File: src/rtl/bxr_pkg.sv
package bxr_pkg;

   typedef enum logic {
      BXR_IDLE = 1'b0,
      BXR_RUN  = 1'b1
   } bxr_state_e;

   // width needed to number stages 1 .. 2n-1
   function automatic int stage_w(input int n);
      return $clog2(2 * n);
   endfunction

endpackage

File: src/rtl/bxr_seq.sv
module bxr_seq #(
   parameter int N_LOG = 4,
   parameter int DW    = 3,
   parameter int GW    = 3
) (
   input  logic             clk,
   input  logic             rst_n,
   input  logic             start,
   input  logic [N_LOG:0]   seg_u,
   output logic             busy,
   output logic             accept,
   output logic             last,
   output logic [DW-1:0]    depth,
   output logic [N_LOG:0]   ru,
   output logic [GW-1:0]    half_sel,
   output logic             done
);
   import bxr_pkg::*;

   bxr_state_e     state_q;
   logic [DW-1:0]  depth_q;
   logic [N_LOG:0] ru_q;
   logic           done_q;
   logic           run;
   logic           rge2;

   assign run    = (state_q == BXR_RUN);
   assign accept = start && !run;
   assign last   = run && (depth_q == DW'(N_LOG));
   assign rge2   = |ru_q[N_LOG:2];

   always_ff @(posedge clk or negedge rst_n) begin
      if (!rst_n) begin
         state_q <= BXR_IDLE;
         depth_q <= '0;
         ru_q    <= '0;
         done_q  <= 1'b0;
      end else begin
         done_q <= last;
         if (accept) begin
            state_q <= BXR_RUN;
            depth_q <= DW'(1);
            ru_q    <= seg_u;
         end else if (run) begin
            if (last) begin
               state_q <= BXR_IDLE;
               depth_q <= '0;
            end else begin
               depth_q <= depth_q + DW'(1);
               // width shrinks by two per depth, floors at zero
               ru_q    <= rge2 ? (ru_q >> 2) : {{N_LOG{1'b0}}, 1'b1};
            end
         end
      end
   end

   // one-hot pick of the address bit that splits a node into its two sons
   always_comb begin
      for (int p = 0; p < GW; p++) begin
         half_sel[p] = run && (depth_q == DW'(N_LOG - 1 - p));
      end
   end

   assign busy  = run;
   assign depth = depth_q;
   assign ru    = ru_q;
   assign done  = done_q;

   assert_done_pulse_R3: assert property (@(posedge clk) disable iff (!rst_n)
      done |=> !done);
   assert_done_idle_R3: assert property (@(posedge clk) disable iff (!rst_n)
      done |-> (!busy && $past(busy)));
   assert_start_ignored_R4: assert property (@(posedge clk) disable iff (!rst_n)
      (run && start && !last) |=> (run && depth_q == $past(depth_q) + DW'(1)));
   assert_seg_onehot_R5: assert property (@(posedge clk) disable iff (!rst_n)
      accept |-> ($countones(seg_u) == 1));
   assert_width_onehot_R7: assert property (@(posedge clk) disable iff (!rst_n)
      run |-> ($countones(ru_q) == 1));

endmodule

File: src/rtl/bxr_switch_cell.sv
module bxr_switch_cell #(
   parameter int N_LOG = 4,
   parameter int GW    = 3,
   parameter int G_IDX = 0
) (
   input  logic             clk,
   input  logic             rst_n,
   input  logic             load,
   input  logic             advance,
   input  logic             last,
   input  logic [N_LOG-1:0] k_in,
   input  logic [N_LOG:0]   ru,
   input  logic [GW-1:0]    half_sel,
   output logic             fwd_b,
   output logic             back_b
);
   localparam logic [GW-1:0] GV = GW'(G_IDX);

   logic [N_LOG-1:0] kw;
   logic [N_LOG-1:0] inj;
   logic             rge2;
   logic             gsel;
   logic             krs;
   logic             side;

   assign rge2 = |ru[N_LOG:2];
   assign gsel = |(GV & ru[N_LOG:2]);   // bit r-2 of own switch index
   assign krs  = |(kw & ru[N_LOG:1]);   // k bit r-1 of owning node
   assign side = |(GV & half_sel);      // which son this switch falls into

   assign fwd_b  = last ? kw[0] : (rge2 & gsel);
   assign back_b = rge2 ? (gsel ^ krs ^ kw[0]) : kw[0];

   assign inj = side ? {1'b0, ru[N_LOG:2]} : '0;

   always_ff @(posedge clk or negedge rst_n) begin
      if (!rst_n) begin
         kw <= '0;
      end else if (load) begin
         kw <= k_in;
      end else if (advance && !last) begin
         kw <= (kw >> 1) ^ inj;
      end
   end

endmodule

File: src/rtl/bxr_back_bank.sv
module bxr_back_bank #(
   parameter int N_LOG = 4,
   parameter int HALF  = 8,
   parameter int SW    = 3,
   parameter int DW    = 3
) (
   input  logic            clk,
   input  logic            rst_n,
   input  logic            wr_en,
   input  logic [DW-1:0]   wr_depth,
   input  logic [HALF-1:0] wr_pat,
   input  logic [SW-1:0]   rd_stage,
   output logic [HALF-1:0] rd_pat
);
   localparam int NE = N_LOG - 1;

   logic [HALF-1:0] bank_q [NE];

   for (genvar e = 1; e <= NE; e++) begin : g_ent
      always_ff @(posedge clk or negedge rst_n) begin
         if (!rst_n) begin
            bank_q[e-1] <= '0;
         end else if (wr_en && (wr_depth == DW'(e))) begin
            bank_q[e-1] <= wr_pat;
         end
      end
   end

   always_comb begin
      rd_pat = '0;
      for (int e = 1; e <= NE; e++) begin
         if (rd_stage == SW'(2 * N_LOG - e)) rd_pat = bank_q[e-1];
      end
   end

endmodule

File: src/rtl/bxr_ctrl_gen.sv
module bxr_ctrl_gen #(
   parameter int N_LOG = 4,
   localparam int HALF = 1 << (N_LOG - 1),
   localparam int GW   = N_LOG - 1,
   localparam int DW   = $clog2(N_LOG + 1),
   localparam int SW   = bxr_pkg::stage_w(N_LOG)
) (
   input  logic             clk,
   input  logic             rst_n,
   input  logic             start,
   input  logic [N_LOG:0]   seg_u,
   input  logic [N_LOG-1:0] xor_k,
   output logic             busy,
   output logic             fwd_valid,
   output logic [SW-1:0]    fwd_stage,
   output logic [HALF-1:0]  fwd_pat,
   output logic             done,
   input  logic [SW-1:0]    rd_stage,
   output logic [HALF-1:0]  rd_pat
);

   if (N_LOG < 2 || N_LOG > 12) begin : g_bad_n
      $error("bxr_ctrl_gen: N_LOG must lie in 2..12");
   end

   logic            accept;
   logic            last;
   logic [DW-1:0]   depth;
   logic [N_LOG:0]  ru;
   logic [GW-1:0]   half_sel;
   logic [HALF-1:0] fwd_vec;
   logic [HALF-1:0] back_vec;

   bxr_seq #(.N_LOG(N_LOG), .DW(DW), .GW(GW)) u_seq (
      .clk      (clk),
      .rst_n    (rst_n),
      .start    (start),
      .seg_u    (seg_u),
      .busy     (busy),
      .accept   (accept),
      .last     (last),
      .depth    (depth),
      .ru       (ru),
      .half_sel (half_sel),
      .done     (done)
   );

   for (genvar g = 0; g < HALF; g++) begin : g_sw
      bxr_switch_cell #(.N_LOG(N_LOG), .GW(GW), .G_IDX(g)) u_cell (
         .clk      (clk),
         .rst_n    (rst_n),
         .load     (accept),
         .advance  (busy),
         .last     (last),
         .k_in     (xor_k),
         .ru       (ru),
         .half_sel (half_sel),
         .fwd_b    (fwd_vec[g]),
         .back_b   (back_vec[g])
      );
   end

   bxr_back_bank #(.N_LOG(N_LOG), .HALF(HALF), .SW(SW), .DW(DW)) u_bank (
      .clk      (clk),
      .rst_n    (rst_n),
      .wr_en    (busy && !last),
      .wr_depth (depth),
      .wr_pat   (back_vec),
      .rd_stage (rd_stage),
      .rd_pat   (rd_pat)
   );

   always_ff @(posedge clk or negedge rst_n) begin
      if (!rst_n) begin
         fwd_valid <= 1'b0;
         fwd_stage <= '0;
         fwd_pat   <= '0;
      end else begin
         fwd_valid <= busy;
         if (busy) begin
            fwd_stage <= SW'(depth);
            fwd_pat   <= fwd_vec;
         end
      end
   end

   assert_first_stage_R2: assert property (@(posedge clk) disable iff (!rst_n)
      $rose(busy) |=> (fwd_valid && fwd_stage == SW'(1)));
   assert_stage_step_R2: assert property (@(posedge clk) disable iff (!rst_n)
      (fwd_valid && busy) |=> (fwd_stage == $past(fwd_stage) + SW'(1)));
   assert_done_with_middle_R3: assert property (@(posedge clk) disable iff (!rst_n)
      done |-> (fwd_valid && fwd_stage == SW'(N_LOG)));

endmodule

File: config.mk
export PLATFORM = sky130hd
export DESIGN_NAME = bxr_ctrl_gen
export DESIGN_NICKNAME = d
export VERILOG_FILES = /design/src/rtl/bxr_pkg.sv /design/src/rtl/bxr_seq.sv /design/src/rtl/bxr_switch_cell.sv /design/src/rtl/bxr_back_bank.sv /design/src/rtl/bxr_ctrl_gen.sv
export SDC_FILE = /design/constraint.sdc
export NUM_CORES = 1
export LEC_CHECK = 0
export ABC_AREA = 1
export BUFFER_PORTS_ARGS = -buffer_cell sky130_fd_sc_hd__buf_2
export CAP_MARGIN = 25
export CORE_MARGIN = 1
export CORE_UTILIZATION = 29
export CTS_BUF_LIST = sky130_fd_sc_hd__clkbuf_2 sky130_fd_sc_hd__clkbuf_4 sky130_fd_sc_hd__clkbuf_8
export CTS_CLUSTER_DIAMETER = 100
export CTS_CLUSTER_SIZE = 40
export DETAILED_ROUTE_END_ITERATION = 8
export GPL_TIMING_DRIVEN = 0
export PLACE_DENSITY_LB_ADDON = 0.12
export SLEW_MARGIN = 20
export SYNTH_ARGS = -nofsm -noshare
export SYNTH_HDL_FRONTEND = slang
export SYNTH_SLANG_ARGS = --single-unit
export TNS_END_PERCENT = 20
File: constraint.sdc
create_clock -name clk -period 1.88 [get_ports clk]
set_clock_uncertainty 0.05 [all_clocks]
set_input_delay 0.376 -clock clk [delete_from_list [all_inputs] [get_ports clk]]
set_output_delay 0.376 -clock clk [all_outputs]
set_load 0.03 [all_outputs]
==> results of run 1 <==
-- Yosys cell counts, types with 5 or more instances --
cell / count / share of area (%)
sky130_fd_sc_hd__buf_2: 8 / 1.1
sky130_fd_sc_hd__nand3_1: 46 / 6.1
sky130_fd_sc_hd__buf_4: 7 / 1.4
sky130_fd_sc_hd__nand4_1: 11 / 1.8
sky130_fd_sc_hd__ha_1: 5 / 1.7
sky130_fd_sc_hd__o21ai_0: 25 / 3.3
sky130_fd_sc_hd__inv_2: 8 / 0.80
sky130_fd_sc_hd__nand2_1: 205 / 20
sky130_fd_sc_hd__dfrtp_1: 70 / 47
sky130_fd_sc_hd__nor2_1: 33 / 3.3
sky130_fd_sc_hd__a21oi_1: 17 / 2.3
sky130_fd_sc_hd__a22oi_1: 11 / 2.2
sky130_fd_sc_hd__inv_1: 26 / 2.6
-- layout by cell type, fill, tap and decap left out, drive strengths merged --
cell type | synthesis | final
o21bai | 1 | 1
nor3 | 1 | 1
nor2 | 35 | 35
o221ai | 2 | 2
o22ai | 3 | 3
buf | 15 | 52
a22oi | 11 | 11
bufinv | 0 | 2
or2 | 1 | 1
a21oi | 17 | 17
clkbuf | 1 | 13
o211ai | 3 | 3
ha | 5 | 5
nand3 | 48 | 48
clkinv | 2 | 2
dlygate4sd3 | 0 | 1
nand4 | 11 | 11
dfrtp | 70 | 70
o21ai | 30 | 30
nand2 | 209 | 209
o221a | 1 | 1
o2111ai | 1 | 1
nand3b | 1 | 1
clkinvlp | 0 | 3
inv | 35 | 35
xor2 | 1 | 1
-- cells by family after synthesis --
group	after synthesis
compound gates	69
xor+xnor	1
fa+ha+maj	5
buf+inv	53
flops	70
simple gates	306
-- stage by stage --
stage | area (um2) | util (%)
final | 4460 | 35.3
after global routing | 4460 | 35.3
after floorplan | 3750 | -
after detailed placement | 4170 | 33.0
after global placement | 4140 | 32.8
after CTS | 4410 | 35.0
-- flip-flops by register name, indices dropped and copies added (netlist names) --
signal	flops
u_seq.busy	1
fwd_stage	3
u_seq.done	1
g_sw.u_cell.kw	25
u_bank.bank_q	24
u_seq.depth	3
u_seq.ru	4
fwd_valid	1
fwd_pat	8
-- critical path, cell delays in order --
cell                       delay [ps]
sky130_fd_sc_hd__buf_2             90
sky130_fd_sc_hd__clkinv_1         230
sky130_fd_sc_hd__nor2_4           290
sky130_fd_sc_hd__nand2_1           80
sky130_fd_sc_hd__nand3_1           70
sky130_fd_sc_hd__buf_2            190
-- worst max-delay path by stage --
stage | slack [ps] | cells after the start | endpoint | start
after floorplan | 230 | 5 | rd_pat[0] | rd_stage[2]
after CTS | 7 | 6 | rd_pat[2] | rd_stage[0]
final | 120 | 6 | rd_pat[2] | rd_stage[0]
after detailed placement | -140 | 6 | rd_pat[5] | rd_stage[0]
after global placement | -140 | 1 | g_sw[2].u_cell.kw[1] | rst_n
after global routing | 6 | 8 | g_sw[2].u_cell.kw[1] | u_seq.depth[0]
-- layout make-up --
cell class | instances | share of cell area [%]
inverters | 37 | 3.23
flip-flops and latches | 70 | 39.3
plain buffers | 16 | 2.27
clock buffers | 11 | 3.26
clock inverters | 5 | 1.85
well taps | 172 | 4.83
repair buffers | 39 | 5.28
multi-input cells | 381 | 40.0
-- metal layers --
metal	GRT usage (%)	wire length, um	vias up
li1	-	-	1751
met1	25.4	5550	1634
met2	27.8	4940	86
met3	3.40	501	8
met4	5.30	129	0
met5	0	0	-
-- power by group through the flow --
stage	logic (mW)	clock network (mW)	registers (mW)
after global routing	4.55	1.52	2.82
after CTS	3.96	1.46	2.72
final	4.04	1.42	2.73
after detailed placement	3.93	0	2.75
after floorplan	2.64	0	2.83
after global placement	3.90	0	2.73
-- what timing repair did --
item	CTS	global route
pin swaps	0	1
gates resized for setup	3	6
hold buffers	1	0
endpoints found under the setup margin	21	35
buffers inserted	0	4
endpoints found under the hold margin	22	0
==> impl_table.tex, run 1 <==
\begin{tabular}{lr}
\hline
Metric & Value \\
\hline
\multicolumn{2}{l}{\textbf{Setup path}} \\
Endpoint type of the worst setup path & output port \\
Highest net fanout along the worst path & 9 \\
Reg2reg start & u\_seq.depth[0] \\
Worst setup SP type & input pin \\
CP arrival & 1330 ps \\
Reg2reg path depth & 8 \\
Data required, critical path & 1450 ps \\
Setup slack of the most critical reg-to-reg path & 130 ps \\
Destination of the worst register-to-register timing path & g\_sw[4].u\_cell.kw[2] \\
Critical path start-end classification & input pin to output port \\
\multicolumn{2}{l}{\textbf{Placement}} \\
Weighted congestion reported at the end of routability-driven placement & 0.800 \\
Post-Place Setup Slack & -136 ps \\
Port buffer count & 33 \\
Dpl hpwl & 8060 um \\
Cell count after placement & 710 \\
\multicolumn{2}{l}{\textbf{Job}} \\
\# Max-Cap Violations & 0 \\
\multicolumn{2}{l}{\textbf{Clock tree}} \\
Number of buffers created by CTS & 9 \\
Clock tree from TritonCTS & built \\
Root Buffer Master & sky130\_fd\_sc\_hd\_\_clkbuf\_8 \\
Clock sink count & 70 \\
Later-pin clock latency in the skew report & 360 ps \\
Clock-pin slew reported for the worst setup and hold paths after clock tree synthesis & 70 ps \\
\# H-tree levels & 3 \\
Clock Tree Buf Depth & 2 \\
\multicolumn{2}{l}{\textbf{Global routing}} \\
Maximum number of pins on one net before global-route repair & 49 \\
Global-route wire length before repair & 18000 um \\
Initial antenna violation count & 0 \\
Vias in the first global route & 3193 \\
GRT Util Overall & 18.0\% \\
Aggregate global routing overflow & 0 \\
\multicolumn{2}{l}{\textbf{Floorplan}} \\
Height of the chip & 116 um \\
Floorplan die width & 116 um \\
Die footprint & 13400 um2 \\
Num rows & 41 \\
Effective utilization at floorplan & 29.8\% \\
Total core area & 12600 um2 \\
I/O Pins & 37 \\
\multicolumn{2}{l}{\textbf{Worst hold path}} \\
Tightest Hold Check Type & input pin to flip-flop \\
Hold path startpoint & seg\_u[3] \\
Number of cells on the worst hold path & 3 \\
Hold path endpoint & u\_seq.ru[3] \\
\multicolumn{2}{l}{\textbf{Yosys}} \\
Synth Instances & 504 \\
Dominant synthesized flop cell & sky130\_fd\_sc\_hd\_\_dfrtp\_1 \\
Post-Syn Nets & 524 \\
Netlist cell types & 32 \\
Area of the mapped netlist & 3750 um2 \\
Yosys warns & 0 \\
Number of synthesized flops with an enable pin & 0 \\
Dominant combinational cell family by area after synthesis & simple AND/OR/NAND/NOR gates \\
Post-synthesis share of cell area spent on full adders, half adders and majority gates & 1.67\% \\
Async S/R FF share, synth & 100\% \\
Share of the synthesized area in compound gates (AO/OA/AOI/OAI) & 11.1\% \\
Mean cell area of the mapped netlist & 7.45 um2 \\
Xor/xnor share of the synthesized area & 0.233\% \\
Share of synthesized cell area in and, or, nand and nor gates & 34.1\% \\
Flip-flop and latch count after synthesis & 70 \\
Proportion of synthesized area in mux cells & 0\% \\
Sequential fraction of the synthesis area & 46.7\% \\
\multicolumn{2}{l}{\textbf{Power and ir drop}} \\
Combinational group share of total power & 49.4\% \\
Overall power of the completed layout & 8.19 mW \\
Largest vdd supply drop & 0.000573 V \\
Switching power total & 3.87 mW \\
LEAKAGE & 2.33 nW \\
Cell area power density & 1840 nW/um2 \\
Net switching fraction of the power & 47.3\% \\
Power share of the clock group & 17.3\% \\
Sequential Power Share & 33.3\% \\
Int Pwr & 4.32 mW \\
\multicolumn{2}{l}{\textbf{Drt}} \\
Number of DRC violations after detailed routing & 0 \\
Antenna-violating nets left & 0 \\
Detailed-routing iteration count for the pre-antenna-repair pass & 5 \\
Number of vias per cell after detailed routing & 4.76 \\
Final Routed Wirelength & 11100 um \\
Routed vias & 3479 \\
Initial drt markers & 296 \\
Average wire length per cell after detail routing & 15.2 um \\
\multicolumn{2}{l}{\textbf{Finish}} \\
Fraction of final layout cells sized beyond drive strength 1 & 16.8\% \\
Area delta synth->final & 18.7\% \\
Multi-input gate area in the final layout & 1780 um2 \\
Count of antenna diodes in the layout & 0 \\
Number of fill cells & 1398 \\
Number of cells in the finished layout apart from fillers & 731 \\
Total area of sequential cells & 1750 um2 \\
Net count, final & 574 \\
\multicolumn{2}{l}{\textbf{Timing}} \\
Count of final hold-check violations & 0 \\
Setup slack after layout & 120 ps \\
Slew at the pin with the worst max-slew slack & 458 ps \\
Pins Over Slew Limit & 0 \\
Hold WS & 180 ps \\
Slew Limit Headroom & 69.5\% \\
Max Freq & 0.568 GHz \\
Final worst-path cycle share & 93.6\% \\
Setup repair after global routing missed its margin & no \\
Setup-violating endpoint count in the final report & 0 \\
Final worst path period need & 1760 ps \\
Sum of negative setup slack & 0 ps \\
\multicolumn{2}{l}{\textbf{Outcome}} \\
Result of the run & completed \\
\hline
\end{tabular}
(Power assumes the default switching activity.)
==> run 2: changes to the inputs <==
--- a/config.mk
+++ b/config.mk
@@ -16,6 +16,7 @@
 export DETAILED_ROUTE_END_ITERATION = 8
 export GPL_TIMING_DRIVEN = 0
 export PLACE_DENSITY_LB_ADDON = 0.12
+export SETUP_SLACK_MARGIN = 0.2
 export SLEW_MARGIN = 20
 export SYNTH_ARGS = -nofsm -noshare
 export SYNTH_HDL_FRONTEND = slang
==> run 2 against run 1 <==
  * Sequential cell count stayed put
  * Largest cell class unchanged
  * Critical endpoint unchanged
  * Highest routed layer unchanged
  * Utilization up 0.80 points
  * Critical path type unchanged
  * Via count down 1.3%
  * Sequential share of layout area shrank 0.85 points
  * Die area unchanged
  * Combinational power grew 4%
==> impl_table.tex, run 2 (synthesized netlist as in run 1, its figures left out) <==
\begin{tabular}{lr}
\hline
Metric & Value \\
\hline
\multicolumn{2}{l}{\textbf{Outcome}} \\
Result of the run & completed \\
\multicolumn{2}{l}{\textbf{Clock tree}} \\
Clock-pin slew reported for the worst setup and hold paths after clock tree synthesis & 80 ps \\
Clock sink count & 70 \\
Root Buffer Master & sky130\_fd\_sc\_hd\_\_clkbuf\_8 \\
Later-pin clock latency in the skew report & 350 ps \\
Clock tree from TritonCTS & built \\
Number of buffers created by CTS & 9 \\
\# H-tree levels & 3 \\
Clock Tree Buf Depth & 2 \\
\multicolumn{2}{l}{\textbf{Global routing}} \\
Global-route wire length before repair & 18100 um \\
Initial antenna violation count & 0 \\
Aggregate global routing overflow & 0 \\
Maximum number of pins on one net before global-route repair & 49 \\
Vias in the first global route & 3222 \\
GRT Util Overall & 18.1\% \\
\multicolumn{2}{l}{\textbf{Floorplan}} \\
Die footprint & 13400 um2 \\
Effective utilization at floorplan & 29.8\% \\
I/O Pins & 37 \\
Floorplan die width & 116 um \\
Total core area & 12600 um2 \\
Height of the chip & 116 um \\
Num rows & 41 \\
\multicolumn{2}{l}{\textbf{Setup path}} \\
Reg2reg start & u\_seq.busy \\
Slowest library cell on the worst path & sky130\_fd\_sc\_hd\_\_nor2\_4 \\
Setup slack of the most critical reg-to-reg path & 240 ps \\
Data required, critical path & 1450 ps \\
Destination of the worst register-to-register timing path & g\_sw[0].u\_cell.kw[0] \\
Endpoint type of the worst setup path & output port \\
CP max stage delay & 220 ps \\
Highest net fanout along the worst path & 10 \\
Reg2reg path depth & 6 \\
Worst setup SP type & input pin \\
Critical-path cell list & buf\_2, nand2\_1, nor2\_4, nand2\_1, nand3\_1, buf\_2 \\
CP arrival & 1240 ps \\
Critical path start-end classification & input pin to output port \\
\multicolumn{2}{l}{\textbf{Finish}} \\
Largest registers ranked by flip-flop count & g\_sw.u\_cell.kw x25, u\_bank.bank\_q x24, fwd\_pat x8 \\
Number of fill cells & 1388 \\
Most flop-heavy register & g\_sw.u\_cell.kw \\
Count of antenna diodes in the layout & 0 \\
Total area of sequential cells & 1750 um2 \\
Fraction of final layout cells sized beyond drive strength 1 & 19.0\% \\
Commonest cells after routing, fill and taps aside & sky130\_fd\_sc\_hd\_\_nand2\_1 (202), sky130\_fd\_sc\_hd\_\_dfrtp\_1 (69), sky130\_fd\_sc\_hd\_\_nand3\_1 (45) \\
Net count, final & 577 \\
Area delta synth->final & 21.4\% \\
Number of flip-flops under the largest register name & 25 \\
Post-Route Utilization & 36.1\% \\
Most frequent standard cell in the layout excluding fill and tap cells & sky130\_fd\_sc\_hd\_\_nand2\_1 \\
Multi-input gate area in the final layout & 1840 um2 \\
\multicolumn{2}{l}{\textbf{Placement}} \\
Post-Place Setup Slack & -136 ps \\
Dpl hpwl & 8060 um \\
Port buffer count & 33 \\
Weighted congestion reported at the end of routability-driven placement & 0.800 \\
\multicolumn{2}{l}{\textbf{Timing}} \\
Setup slack after layout & 219 ps \\
Max Freq & 0.602 GHz \\
Count of final hold-check violations & 0 \\
Pins Over Slew Limit & 0 \\
Final worst path period need & 1660 ps \\
Setup-violating endpoint count in the final report & 0 \\
Setup repair after global routing missed its margin & yes \\
Final worst-path cycle share & 88.4\% \\
Slew Limit Headroom & 72.8\% \\
Slew at the pin with the worst max-slew slack & 404 ps \\
\multicolumn{2}{l}{\textbf{Drt}} \\
Antenna-violating nets left & 0 \\
Routed vias & 3433 \\
Average wire length per cell after detail routing & 15.2 um \\
Number of vias per cell after detailed routing & 4.68 \\
Final Routed Wirelength & 11100 um \\
Number of DRC violations after detailed routing & 0 \\
Initial drt markers & 274 \\
Detailed-routing iteration count for the pre-antenna-repair pass & 4 \\
\multicolumn{2}{l}{\textbf{Worst hold path}} \\
Hold path startpoint & seg\_u[3] \\
Tightest Hold Check Type & input pin to flip-flop \\
Hold path endpoint & u\_seq.ru[3] \\
Number of cells on the worst hold path & 3 \\
\multicolumn{2}{l}{\textbf{Power and ir drop}} \\
Cell area power density & 1840 nW/um2 \\
LEAKAGE & 2.37 nW \\
Largest vdd supply drop & 0.000566 V \\
\multicolumn{2}{l}{\textbf{Job}} \\
\# Max-Cap Violations & 0 \\
\hline
\end{tabular}
[run 2: changes by cell type in the layout (fill, tap and decap cells not counted), moves of 2 or more]
cell,change
sky130_fd_sc_hd__nor2_4,+2
sky130_fd_sc_hd__clkinv_1,-2
sky130_fd_sc_hd__buf_4,+3
sky130_fd_sc_hd__buf_6,+2
sky130_fd_sc_hd__nand2_1,-2
sky130_fd_sc_hd__inv_1,-2
sky130_fd_sc_hd__buf_2,-2
sky130_fd_sc_hd__nand2_4,+3
[run 2: final cells by class]
class | count | area share (%)
well taps | 172 | 4.72
repair buffers | 42 | 5.65
plain buffers | 16 | 2.50
clock inverters | 5 | 1.81
flip-flops and latches | 70 | 38.4
inverters | 37 | 3.38
multi-input cells | 381 | 40.3
clock buffers | 11 | 3.18
[run 2: how the worst max path moves through the flow]
stage / startpoint / endpoint / cells past startpoint
2_1_floorplan: rd_stage[2] / rd_pat[0] / 5
5_1_grt: u_seq.busy / g_sw[5].u_cell.kw[0] / 6
6_report: rd_stage[2] / rd_pat[2] / 6
3_5_place_dp: rd_stage[0] / rd_pat[5] / 6
3_3_place_gp: rst_n / g_sw[2].u_cell.kw[1] / 1
4_1_cts: u_seq.depth[0] / g_sw[4].u_cell.kw[2] / 8
[run 2: repair_timing]
item                                    4_1_cts  5_1_grt
hold buffers                                  1        0
endpoints found under the setup margin       55       60
pin swaps                                     2        2
hold endpoints to repair                     22        0
buffers inserted                              1        6
gates resized for setup                      12       21
[run 2: power breakdown]
part | internal [mW] | switching, mW | leakage [nW]
combinational | 1.41 | 2.81 | 1.39
sequential | 2.22 | 0.526 | 0.874
clock | 0.798 | 0.619 | 0.105
[run 2: metal layers]
metal | track usage (%) | vias to the layer above | share of wire [%]
met4 | 5.81 | 0 | 0.94
met3 | 3.40 | 4 | 3.8
li1 | - | 1755 | -
met5 | 0 | - | 0
met1 | 25.6 | 1613 | 50
met2 | 27.8 | 61 | 45
[run 2: worst max-delay path: cells and delay by family]
family | cells | cell delay, ps
simple gates | 4 | 480
buf+inv | 2 | 370
[run 2: through the flow]
stage          power (mW)  hold slack [ps]  cell area [um2]  std cells  setup TNS, ps
6_report             8.38              179             4560        734              0
5_1_grt              9.10              187             4560        734              0
4_1_cts              8.20              163             4450        728              0
3_5_place_dp         6.68              261             4170        710          -1170
3_3_place_gp         6.63              342             4140        709         -10460
2_1_floorplan        5.47             30.4             3750        504              0
==> run 3: changes to the inputs <==
==> constraint.sdc (replaced) <==
create_clock -name clk -period 1.88 [get_ports clk]
set_clock_uncertainty 0.05 [all_clocks]
set_input_delay 0.188 -clock clk [delete_from_list [all_inputs] [get_ports clk]]
set_output_delay 0.188 -clock clk [all_outputs]
set_load 0.03 [all_outputs]
==> run 3 against run 2 <==
  * Cell count grew 0.41%
  * Fmax grew 2.1%
  * Clock-buffer cell count is the same
  * Critical path depth is the same
  * Sequential share of layout area shrank 0.095 points
  * Total power is essentially flat
  * Global-route usage is essentially flat
  * Worst hold slack lost 120 ps
  * Utilization grew 0.089 points
  * Setup slack gained 34 ps
  * Sequential power is essentially flat
  * Die area is the same
  * Largest power group unchanged
  * Highest routed layer unchanged
==> impl_table.tex, run 3 (synthesized netlist as in run 1, its figures left out) <==
\begin{tabular}{lr}
\hline
Metric & Value \\
\hline
\multicolumn{2}{l}{\textbf{Outcome}} \\
Result of the run & completed \\
\multicolumn{2}{l}{\textbf{Finish}} \\
Most frequent standard cell in the layout excluding fill and tap cells & sky130\_fd\_sc\_hd\_\_nand2\_1 \\
Post-Route Utilization & 36.2\% \\
Number of fill cells & 1384 \\
Fraction of final layout cells sized beyond drive strength 1 & 18.4\% \\
Number of flip-flops under the largest register name & 25 \\
Area delta synth->final & 21.7\% \\
Net count, final & 580 \\
Most flop-heavy register & g\_sw.u\_cell.kw \\
Commonest cells after routing, fill and taps aside & sky130\_fd\_sc\_hd\_\_nand2\_1 (202), sky130\_fd\_sc\_hd\_\_dfrtp\_1 (69), sky130\_fd\_sc\_hd\_\_nand3\_1 (45) \\
Largest registers ranked by flip-flop count & g\_sw.u\_cell.kw x25, u\_bank.bank\_q x24, fwd\_pat x8 \\
Count of antenna diodes in the layout & 0 \\
\multicolumn{2}{l}{\textbf{Drt}} \\
Average wire length per cell after detail routing & 15.1 um \\
WL met3 & 425 um \\
Number of vias per cell after detailed routing & 4.69 \\
Initial drt markers & 222 \\
Met2 WL post-DR & 4960 um \\
Antenna-violating nets left & 0 \\
Top Metal Used & met4 \\
Routed vias & 3458 \\
Detailed-routing iteration count for the pre-antenna-repair pass & 5 \\
Number of DRC violations after detailed routing & 0 \\
Met1 Wirelength & 5620 um \\
Final Routed Wirelength & 11100 um \\
\multicolumn{2}{l}{\textbf{Global routing}} \\
Global-route wire length before repair & 18100 um \\
Initial antenna violation count & 0 \\
Vias in the first global route & 3208 \\
Maximum number of pins on one net before global-route repair & 49 \\
GRT Util Overall & 18.1\% \\
Aggregate global routing overflow & 0 \\
\multicolumn{2}{l}{\textbf{Setup path}} \\
Data required, critical path & 2060 ps \\
Worst setup SP type & flip-flop \\
CP arrival & 1800 ps \\
Highest net fanout along the worst path & 10 \\
Worst path buffer plus inverter count & 3 \\
Slowest library cell on the worst path & sky130\_fd\_sc\_hd\_\_dfrtp\_1 \\
Largest delay share family, worst path & buffers and inverters \\
Critical-path cell list & buf\_4, inv\_4, nand2\_4, buf\_4, o21ai\_2, a22oi\_1 \\
CP max stage delay & 390 ps \\
Critical path start-end classification & flip-flop to flip-flop \\
Cell repeated most along the worst path & sky130\_fd\_sc\_hd\_\_buf\_4 \\
Endpoint type of the worst setup path & flip-flop \\
\multicolumn{2}{l}{\textbf{Power and ir drop}} \\
LEAKAGE & 2.38 nW \\
Switching power total & 3.95 mW \\
Sequential Power Share & 32.7\% \\
Net switching fraction of the power & 47.2\% \\
Largest vdd supply drop & 0.000567 V \\
Cell area power density & 1830 nW/um2 \\
Combinational group share of total power & 50.4\% \\
Int Pwr & 4.43 mW \\
Power share of the clock group & 16.9\% \\
Overall power of the completed layout & 8.38 mW \\
\multicolumn{2}{l}{\textbf{Clock tree}} \\
Clock-pin slew reported for the worst setup and hold paths after clock tree synthesis & 90 ps \\
\# H-tree levels & 3 \\
Root Buffer Master & sky130\_fd\_sc\_hd\_\_clkbuf\_8 \\
Later-pin clock latency in the skew report & 360 ps \\
Number of buffers created by CTS & 9 \\
Clock tree from TritonCTS & built \\
Clock Tree Buf Depth & 2 \\
Clock sink count & 70 \\
\multicolumn{2}{l}{\textbf{Job}} \\
\# Max-Cap Violations & 0 \\
\multicolumn{2}{l}{\textbf{Timing}} \\
Slew Limit Headroom & 63.2\% \\
Slew at the pin with the worst max-slew slack & 550 ps \\
Pins Over Slew Limit & 0 \\
Count of final hold-check violations & 0 \\
Final worst-path cycle share & 86.6\% \\
Setup-violating endpoint count in the final report & 0 \\
Setup repair after global routing missed its margin & yes \\
Max Freq & 0.615 GHz \\
Final worst path period need & 1630 ps \\
\multicolumn{2}{l}{\textbf{Placement}} \\
Weighted congestion reported at the end of routability-driven placement & 0.800 \\
Port buffer count & 33 \\
Dpl hpwl & 8060 um \\
\multicolumn{2}{l}{\textbf{Floorplan}} \\
Total core area & 12600 um2 \\
Effective utilization at floorplan & 29.8\% \\
I/O Pins & 37 \\
Num rows & 41 \\
Height of the chip & 116 um \\
Floorplan die width & 116 um \\
Die footprint & 13400 um2 \\
\multicolumn{2}{l}{\textbf{Worst hold path}} \\
Tightest Hold Check Type & input pin to flip-flop \\
\hline
\end{tabular}
[run 3: worst register-to-register path, stage by stage (launching register included)]
cell and delay, ps:
sky130_fd_sc_hd__dfrtp_1 390, sky130_fd_sc_hd__buf_4 200, sky130_fd_sc_hd__inv_4 130, sky130_fd_sc_hd__nand2_4 80, sky130_fd_sc_hd__buf_4 180, sky130_fd_sc_hd__o21ai_2 340, sky130_fd_sc_hd__a22oi_1 120
[run 3: final timing paths]
path / start / to / slack [ps] / cells after the start
max: u_seq.busy / g_sw[0].u_cell.kw[0] / 250 / 6
max in group asynchronous: rst_n / g_sw[2].u_cell.kw[2] / 980 / 3
max reg2reg: u_seq.busy / g_sw[0].u_cell.kw[0] / 250 / 6
min: seg_u[1] / u_seq.ru[1] / 60 / 2
min in group asynchronous: rst_n / fwd_stage[2] / 220 / 2
min reg2reg: u_seq.busy / fwd_valid / 350 / 0
[run 3: timing repair]
action                                 CTS  global route
endpoints found under the hold margin   25             0
pin swaps                                1             2
hold buffers                             4             0
resized for setup                        6            21
buffers inserted                         1             6
setup endpoints to repair               47            57
[run 3: cell type report]
type                       count  area, um2  area share (%)
multi-input combinational    381       1820            39.9
sequential                    70       1750            38.4
timing repair buffer          45        288            6.30
tap                          172        215            4.71
inverter                      37        153            3.34
clock buffer                  11        145            3.18
buffer                        16        111            2.44
clock inverter                 5       82.6            1.81
[run 3: metal layers]
metal  vias up  global-route usage [%]
met2        65                    27.7
met5         -                       0
met1      1621                    25.6
li1       1766                       -
met4         0                    5.81
met3         6                    3.40
[run 3: per-stage QoR]
step / instances / instance area, um2 / hold WS [ps] / TNS [ps] / worst slack, ps
4_1_cts: 731 / 4460 / 55.6 / 0 / 148
3_5_place_dp: 710 / 4170 / 72.5 / -160 / -53.8
3_3_place_gp: 709 / 4140 / 342 / -106 / -44.7
5_1_grt: 737 / 4570 / 56.9 / 0 / 128
6_report: 737 / 4570 / 62.9 / 0 / 253
2_1_floorplan: 504 / 3750 / -158 / 0 / 366
[run 3: power by group through the flow]
stage	clock network (mW)	registers (mW)	logic, mW
final	1.42	2.74	4.22
after global routing	1.52	2.83	4.74
after CTS	1.46	2.72	4.02
after detailed placement	0	2.75	3.93
after global placement	0	2.73	3.90
after floorplan	0	2.83	2.64
